$ cat src/rtl/txdma_pkg.sv
package txdma_pkg;

    localparam int WORD_W = 32;
    localparam int LEN_W  = 11;

    // Descriptor word 0 flag positions (fixed by the in-memory format)
    localparam int OWN_POS  = 11;
    localparam int WRAP_POS = 12;
    localparam int IRQ_POS  = 13;
    localparam int UNDR_POS = 14;
    localparam int ATTL_POS = 15;

    localparam int DESC_LG = 3;   // 8-byte descriptors

    typedef enum logic [2:0] {
        ST_IDLE,
        ST_HEAD,
        ST_BUFP,
        ST_FETCH,
        ST_SEND,
        ST_WAIT,
        ST_WBACK
    } eng_state_t;

    typedef struct packed {
        logic             irq_req;
        logic             wrap;
        logic [LEN_W-1:0] len;
    } desc_ctl_t;

    typedef struct packed {
        logic attl;
        logic undr;
    } tx_result_t;

    function automatic desc_ctl_t unpack_ctl(logic [WORD_W-1:0] w);
        desc_ctl_t c;
        c.irq_req = w[IRQ_POS];
        c.wrap    = w[WRAP_POS];
        c.len     = w[LEN_W-1:0];
        return c;
    endfunction

    function automatic logic [WORD_W-1:0] pack_status(desc_ctl_t c, tx_result_t r);
        logic [WORD_W-1:0] w;
        w              = '0;
        w[LEN_W-1:0]   = c.len;
        w[WRAP_POS]    = c.wrap;
        w[IRQ_POS]     = c.irq_req;
        w[UNDR_POS]    = r.undr;
        w[ATTL_POS]    = r.attl;
        return w;
    endfunction

endpackage

$ cat src/rtl/txdma_regs.sv
module txdma_regs #(
    parameter int ADDR_W  = 32,
    parameter int RING_AW = 10
) (
    input  logic                      clk,
    input  logic                      rst,
    input  logic                      reg_wr,
    input  logic                      reg_addr,
    input  logic [ADDR_W-1:0]         reg_wdata,
    output logic [ADDR_W-1:0]         reg_rdata,
    input  logic                      stop_req,
    input  logic                      adv_req,
    input  logic                      adv_wrap,
    input  logic                      irq_set,
    output logic                      run,
    output logic                      irq_en,
    output logic                      irq_st,
    output logic [ADDR_W-1:RING_AW]   ring_base,
    output logic [RING_AW-1:txdma_pkg::DESC_LG] ring_idx
);
    import txdma_pkg::*;

    localparam int IDX_W = RING_AW - DESC_LG;

    logic wr_ctl, wr_ptr;
    assign wr_ctl = reg_wr && !reg_addr;
    assign wr_ptr = reg_wr &&  reg_addr;

    always_ff @(posedge clk) begin
        if (rst) begin
            run       <= 1'b0;
            irq_en    <= 1'b0;
            irq_st    <= 1'b0;
            ring_base <= '0;
            ring_idx  <= '0;
        end else begin
            if (wr_ctl) begin
                run    <= reg_wdata[0];
                irq_en <= reg_wdata[1];
            end else if (stop_req) begin
                run <= 1'b0;
            end

            // set has priority over a write-one clear
            if (irq_set)
                irq_st <= 1'b1;
            else if (wr_ctl && reg_wdata[2])
                irq_st <= 1'b0;

            if (wr_ptr)
                ring_base <= reg_wdata[ADDR_W-1:RING_AW];

            if (adv_req)
                ring_idx <= adv_wrap ? '0 : IDX_W'(ring_idx + 1'b1);
            else if (wr_ptr)
                ring_idx <= reg_wdata[RING_AW-1:DESC_LG];
        end
    end

    always_comb begin
        if (reg_addr)
            reg_rdata = {ring_base, ring_idx, {DESC_LG{1'b0}}};
        else
            reg_rdata = ADDR_W'({irq_st, irq_en, run});
    end

endmodule

$ cat src/rtl/txdma_bytes.sv
module txdma_bytes #(
    parameter int WORD_W = 32,
    parameter int LEN_W  = 11
) (
    input  logic              clk,
    input  logic              rst,
    input  logic              len_load,
    input  logic [LEN_W-1:0]  len_in,
    input  logic              word_load,
    input  logic [WORD_W-1:0] word_in,
    input  logic              beat,
    output logic [7:0]        byte_out,
    output logic              is_last,
    output logic              word_end
);
    localparam int NB = WORD_W / 8;
    localparam int IW = (NB > 1) ? $clog2(NB) : 1;

    logic [WORD_W-1:0] word_q;
    logic [IW-1:0]     bidx;
    logic [LEN_W-1:0]  remain;
    logic [WORD_W-1:0] shifted;

    always_ff @(posedge clk) begin
        if (rst) begin
            word_q <= '0;
            bidx   <= '0;
            remain <= '0;
        end else begin
            if (len_load)
                remain <= len_in;
            else if (beat)
                remain <= remain - 1'b1;

            if (word_load) begin
                word_q <= word_in;
                bidx   <= '0;
            end else if (beat) begin
                bidx <= bidx + 1'b1;
            end
        end
    end

    assign shifted  = word_q << {bidx, 3'b000};
    assign byte_out = shifted[WORD_W-1 -: 8];
    assign is_last  = (remain == LEN_W'(1));
    assign word_end = (bidx == IW'(NB - 1));

endmodule

$ cat src/rtl/txdma_engine.sv
module txdma_engine #(
    parameter int ADDR_W  = 32,
    parameter int RING_AW = 10
) (
    input  logic              clk,
    input  logic              rst,
    input  logic              reg_wr,
    input  logic              reg_addr,
    input  logic [ADDR_W-1:0] reg_wdata,
    output logic [ADDR_W-1:0] reg_rdata,
    output logic              mem_req,
    output logic              mem_we,
    output logic [ADDR_W-1:0] mem_addr,
    output logic [31:0]       mem_wdata,
    input  logic              mem_ack,
    input  logic [31:0]       mem_rdata,
    output logic [7:0]        tx_data,
    output logic              tx_valid,
    output logic              tx_last,
    input  logic              tx_ready,
    input  logic              done_valid,
    input  logic              done_al,
    input  logic              done_ue,
    output logic              irq
);
    import txdma_pkg::*;

    localparam int IDX_W = RING_AW - DESC_LG;
    localparam int WP_W  = ADDR_W - 2;

    eng_state_t state;
    desc_ctl_t  ctl;
    tx_result_t res;
    logic [WP_W-1:0] bufp;

    logic run, irq_en, irq_st;
    logic [ADDR_W-1:RING_AW] ring_base;
    logic [IDX_W-1:0]        ring_idx;
    logic stop_req, adv_req, irq_set, beat;
    logic is_last, word_end;
    logic [ADDR_W-1:0] desc_addr;

    assign desc_addr = {ring_base, ring_idx, {DESC_LG{1'b0}}};
    assign beat      = tx_valid && tx_ready;
    assign stop_req  = (state == ST_HEAD) && mem_ack && !mem_rdata[OWN_POS];
    assign adv_req   = (state == ST_WBACK) && mem_ack;
    assign irq_set   = adv_req && ctl.irq_req && irq_en;

    txdma_regs #(.ADDR_W(ADDR_W), .RING_AW(RING_AW)) u_regs (
        .clk(clk), .rst(rst),
        .reg_wr(reg_wr), .reg_addr(reg_addr), .reg_wdata(reg_wdata), .reg_rdata(reg_rdata),
        .stop_req(stop_req), .adv_req(adv_req), .adv_wrap(ctl.wrap), .irq_set(irq_set),
        .run(run), .irq_en(irq_en), .irq_st(irq_st),
        .ring_base(ring_base), .ring_idx(ring_idx)
    );

    txdma_bytes #(.WORD_W(WORD_W), .LEN_W(LEN_W)) u_bytes (
        .clk(clk), .rst(rst),
        .len_load((state == ST_BUFP) && mem_ack), .len_in(ctl.len),
        .word_load((state == ST_FETCH) && mem_ack), .word_in(mem_rdata),
        .beat(beat), .byte_out(tx_data), .is_last(is_last), .word_end(word_end)
    );

    always_ff @(posedge clk) begin
        if (rst) begin
            state <= ST_IDLE;
            ctl   <= '0;
            res   <= '0;
            bufp  <= '0;
        end else begin
            unique case (state)
                ST_IDLE:  if (run) state <= ST_HEAD;
                ST_HEAD:  if (mem_ack) begin
                    ctl   <= unpack_ctl(mem_rdata);
                    state <= mem_rdata[OWN_POS] ? ST_BUFP : ST_IDLE;
                end
                ST_BUFP:  if (mem_ack) begin
                    bufp <= mem_rdata[ADDR_W-1:2];
                    res  <= '0;
                    state <= (ctl.len == '0) ? ST_WBACK : ST_FETCH;
                end
                ST_FETCH: if (mem_ack) state <= ST_SEND;
                ST_SEND:  if (beat) begin
                    if (is_last) begin
                        state <= ST_WAIT;
                    end else if (word_end) begin
                        bufp  <= bufp + 1'b1;
                        state <= ST_FETCH;
                    end
                end
                ST_WAIT:  if (done_valid) begin
                    res   <= '{attl: done_al, undr: done_ue};
                    state <= ST_WBACK;
                end
                ST_WBACK: if (mem_ack) state <= ST_IDLE;
                default:  state <= ST_IDLE;
            endcase
        end
    end

    always_comb begin
        mem_req   = 1'b0;
        mem_we    = 1'b0;
        mem_addr  = '0;
        mem_wdata = '0;
        unique case (state)
            ST_HEAD:  begin mem_req = 1'b1; mem_addr = desc_addr; end
            ST_BUFP:  begin mem_req = 1'b1; mem_addr = desc_addr | ADDR_W'(4); end
            ST_FETCH: begin mem_req = 1'b1; mem_addr = {bufp, 2'b00}; end
            ST_WBACK: begin
                mem_req   = 1'b1;
                mem_we    = 1'b1;
                mem_addr  = desc_addr;
                mem_wdata = pack_status(ctl, res);
            end
            default: ;
        endcase
    end

    assign tx_valid = (state == ST_SEND);
    assign tx_last  = tx_valid && is_last;
    assign irq      = irq_st;

endmodule

$ cat config.mk
export PLATFORM = sky130hd
export DESIGN_NAME = txdma_engine
export DESIGN_NICKNAME = d
export VERILOG_FILES = /design/src/rtl/txdma_pkg.sv /design/src/rtl/txdma_regs.sv /design/src/rtl/txdma_bytes.sv /design/src/rtl/txdma_engine.sv
export SDC_FILE = /design/constraint.sdc
export NUM_CORES = 1
export LEC_CHECK = 0
export CORE_MARGIN = 4
export CORE_UTILIZATION = 35
export DETAILED_ROUTE_END_ITERATION = 16
export SYNTH_ARGS = -nofsm -noshare
export SYNTH_HDL_FRONTEND = slang
export SYNTH_SLANG_ARGS = --single-unit
$ cat constraint.sdc
create_clock -name clk -period 3.1 [get_ports clk]
set_clock_uncertainty 0.05 [all_clocks]
set_input_delay 0.465 -clock clk [delete_from_list [all_inputs] [get_ports clk]]
set_output_delay 0.465 -clock clk [all_outputs]
set_load 0.005 [all_outputs]
After elaboration in Yosys (flattened, before gate mapping). Cells that the tools add are included.

Output and inout bits: 109. Register bits after elaboration: 125. Word-level logic and storage cells: 101.

Muxes and demuxes: 34. Reductions and logical operators: 29. $add $sub $neg: 4. Equality and inequality tests: 18. Shifts and indexed selects: 1.

Operators with widths (count): $mux 30 (4); $pmux 32 s3 (1); $pmux 30 s2 (1); $mux 32 (1); $shl 32x5->32 (1); $add 30x1->30 const B (1); $mux 3 (10); $mux 11 (2); $mux 7 (3); $pmux 3 s7 (1); $mux 16 (1); $logic_and 1x1->1 (12); $ne 2x2->1 const B (6); $reduce_bool 2->1 (6); $eq 11x1->1 const B (1); $logic_not 11->1 (1); $sub 11x1->11 const B (1); $eq 3x3->1 const B (3); $reduce_and 8->1 (1); $add 7x1->7 const B (1); $eq 3x2->1 const B (2); $mux 1 (6); $mux 2 (3); $ne 2x1->1 const B (3); other kinds (12) (14).

Longest topological paths before layout.
Depth in word-level cells: 5. Depth in mapped cells: 9.

Modules after synthesis. A second synthesis with hierarchy kept.

Cells, all modules: 863. Area, all modules: 7036.7 um^2.

By module, submodules not included: txdma_engine (cells an instance 460, times used 1, area each 3412.0 um^2); txdma_bytes (cells an instance 201, times used 1, area each 2047.0 um^2); txdma_regs (cells an instance 202, times used 1, area each 1577.8 um^2).

Worst setup path after synthesis. Ideal clock, no wire load.

Path type: reg2reg. From: reg u_bytes.remain[3]. To: reg bufp[27]. Buffers on the path: 3. Path slack: 836 ps. Clock period less this slack: 2264 ps. Data arrival time: 2085 ps. Cell stages (with the launch flop): 9. Cell sequence: dfxtp_1 -> or4_1 -> buf_2 -> or4_4 -> and2_4 -> buf_6 -> buf_6 -> o21ai_1 -> a211oi_2.

Longest elaborated chain between the ends: 3.

RTL lines: from (decl) (RTL line txdma_bytes.sv:21) `logic [LEN_W-1:0] remain;`; from (signal assigned) (RTL line txdma_bytes.sv:31) `remain <= len_in;`; from (signal assigned) (RTL line txdma_bytes.sv:33) `remain <= remain - 1'b1;`; $eq 11x1->1 (RTL line txdma_bytes.sv:46) `assign is_last = (remain == LEN_W'(1));`; $ne 2x2->1 (no source line); $reduce_and 5->1 (no source line); to (signal assigned) (RTL line txdma_engine.sv:78) `bufp <= mem_rdata[ADDR_W-1:2];`; to (signal assigned) (RTL line txdma_engine.sv:87) `bufp <= bufp + 1'b1;`; to (decl) (RTL line txdma_engine.sv:34) `logic [WP_W-1:0] bufp;`.

No other way between the ends. A chain may end at the register's enable or synchronous reset.

Final worst setup path.
From: reg u_bytes.remain[3]. To: out tx_last.

Longest elaborated chain between the ends: 2.

RTL lines: $eq 11x1->1 (RTL line txdma_bytes.sv:46); $logic_and 1x1->1 (RTL line txdma_engine.sv:121) `assign tx_last = tx_valid && is_last;`; to (decl) (RTL line txdma_engine.sv:19) `output logic tx_last,`.

No other way between the ends.

==> metrics <==
number of synthesized register bits=125; clock root cell=clkbuf_16; I/O pin count=~180; DRC=0; Initial Util=0.361; die area=~22000 um2; Yosys top cell area share=0.364; die width=about 150 um; Post-Syn Area=around 6900 um2; P_leak=~0.0032 uW; pin count of the biggest net entering global routing=59; Seq/Total Area, Yosys=0.364; Max-Slew Margin vs Limit=0.533; hold crit path type=primary input to flop; first-pass GRT wire length=around 36000 um; max-capacitance violation count=0; post-DR vias/cell=approximately 5.3; Final Hold Viols=0; Area Growth Syn to Fin=34.1%; Total GRT Usage=0.206; hold depth=2; die height=148 um; Final Util=0.484; Setup Total Neg Slack=0 ps; CTS Buf Count=17; n_diodes=0; fmax=between 0.3 and 0.4 GHz; Power Density=between 500 and 600 nW/um2; worst vdd rail ir drop=0.000445 V; H-tree depth=4; DP Area=~8600 um2; fin crit share=0.979; I/O Buffers=between 150 and 200; CP required=around 2600 ps; Routed WL=around 23000 um; Arrival @ worst endpoint=~2500 ps; number of fill cells=1936; RSZ-0062 raised after global routing=no; CP endpoint kind=output pin; Final Max Slew Viols=0; Longest Clk Path Bufs=2; Nets=around 1100; clock sinks=roughly 130; status=complete, no violations; DRT iter0 DRCs=572; CTS Hold Bufs=0; hpwl dp=around 16000 um; critical path class=flop to output pin; area leader, netlist=dfxtp_1; Final min period=3030 ps; Final setup viols=0; initial antenna violation count=0; router iterations before antenna repair=5; core area=approximately 19000 um2; Synthesis Warnings=0; total gr overflow=0; library cells used by synthesis=a little over 70; R2R cell count=5; Final ANT Viol Nets=0; via count=~6900; DR WL/cell=around 18 um; RD Place Congestion=~0.84; clock-pin slew on the worst setup and hold paths=around 60 ps; Rows=50; WHS=between 300 and 400 ps; top cells by area, synth=dfxtp_1 36%, nand2_1 10%, a21oi_1 9.4%, and2_1 4.9%, a22o_1 4.1%; number of synthesized flops with an enable pin=0; Worst setup SP type=flop; Worst-Margin Slew=700 ps; CTS tree=built; vias in the first global route=~6400; layout cells sized above 1=0.0867; most frequent cell after synthesis=nand2_1; clk_lat worst skew=420 ps; Critical Path Fanout Max=6; Avg Cell Area, Syn=7.62 um2; asr flop ratio synth=0; Synth Flop Type=dfxtp_1; Mapped Cells=about 900; Synth top cells by count=190 x nand2_1, 129 x a21oi_1, 125 x dfxtp_1; Final Cell Area=about 9000 um2
metrics by stage:
stage | setup WS, ps | instances | total power [uW]
CTS | 17.8 | 1309 | 5300
global placement | 503 | 1279 | 3360
finish | 66.4 | 1309 | 5290
detailed placement | 489 | 1279 | 3370
global route | 1.82 | 1309 | 5560
floorplan | 836 | 920 | 2840
worst paths after layout:
check                     start                 end  slack, ps
min                         rst  u_bytes.word_q[11]        310
max           u_bytes.remain[3]             tx_last         70
min reg2reg  u_bytes.word_q[11]  u_bytes.word_q[11]        400
max reg2reg   u_bytes.remain[3]            bufp[24]        750
registers in the layout, summed over array words and instances (netlist names), 2 cells and up:
name              count
u_bytes.word_q       32
bufp                 30
u_regs.ring_base     22
ctl                  13
u_bytes.remain       11
u_regs.ring_idx       7
state                 3
res                   2
u_bytes.bidx          2
cells in the final DEF, fill, tap and decap left out, drive strengths merged, types with 4 or more instances in the layout:
master	count
a211oi	7
a21oi	132
a22o	32
a31oi	8
and2	55
and3	14
and4	4
buf	27
clkbuf	18
clkdlybuf4s50	161
clkinv	6
clkinvlp	4
conb	19
dfxtp	125
ha	5
inv	13
mux2i	4
mux4	8
nand2	190
nand2b	4
nand3	22
nand4	13
nor2	40
nor2b	5
nor3	15
nor4	8
o211ai	4
o21ai	34
o31ai	9
o32ai	4
or2	4
area by class of cell:
class,count,area [um2],share of cell area
sequential,125,2500,0.272
clock inverter,12,124,0.0134
clock buffer,18,439,0.0477
multi-input combinational,693,3960,0.429
tap,260,325,0.0353
inverter,13,48.8,0.00530
timing repair buffer,188,1820,0.197
report_power, final:
part / switching [uW] / internal (uW) / total [uW] / leakage, uW
logic: 885 / 625 / 1510 / 0.00196
clock network: 747 / 1190 / 1930 / 0.000269
registers: 127 / 1720 / 1850 / 0.00101
routing by layer:
| metal | wire length, um | global-route usage |
|---|---|---|
| met1 | 11000 | 0.294 |
| met2 | 10600 | 0.315 |
| met3 | 1520 | 0.0524 |
| met4 | 217 | 0.0476 |
| met5 | 0 | 0 |
worst max-delay path: stages (launching register included):
cell and delay (ps):
dfxtp_1 350, or4_1 560, or4_4 560, inv_1 120, clkdlybuf4s50_1 510
cell families (layout without fill, tap and decap cells):
| family | after synthesis | count (layout) | share of synthesized area |
|---|---|---|---|
| buf+inv | 102 | 231 | 0.0719 |
| flops | 125 | 125 | 0.364 |
| mux | 13 | 13 | 0.0337 |
| compound gates | 259 | 259 | 0.239 |
| xor+xnor | 5 | 5 | 0.00637 |
| simple gates | 392 | 392 | 0.275 |
| fa+ha+maj | 5 | 5 | 0.00910 |
| other cells | 1 | 19 | 0.000546 |
repair_timing:
item | in CTS | in global routing
buffers inserted | 0 | 0
setup endpoints to repair | 0 | 30
hold endpoints to repair | 0 | 0
resized for setup | 0 | 3
Note: power is estimated with default switching activity, not from simulation.
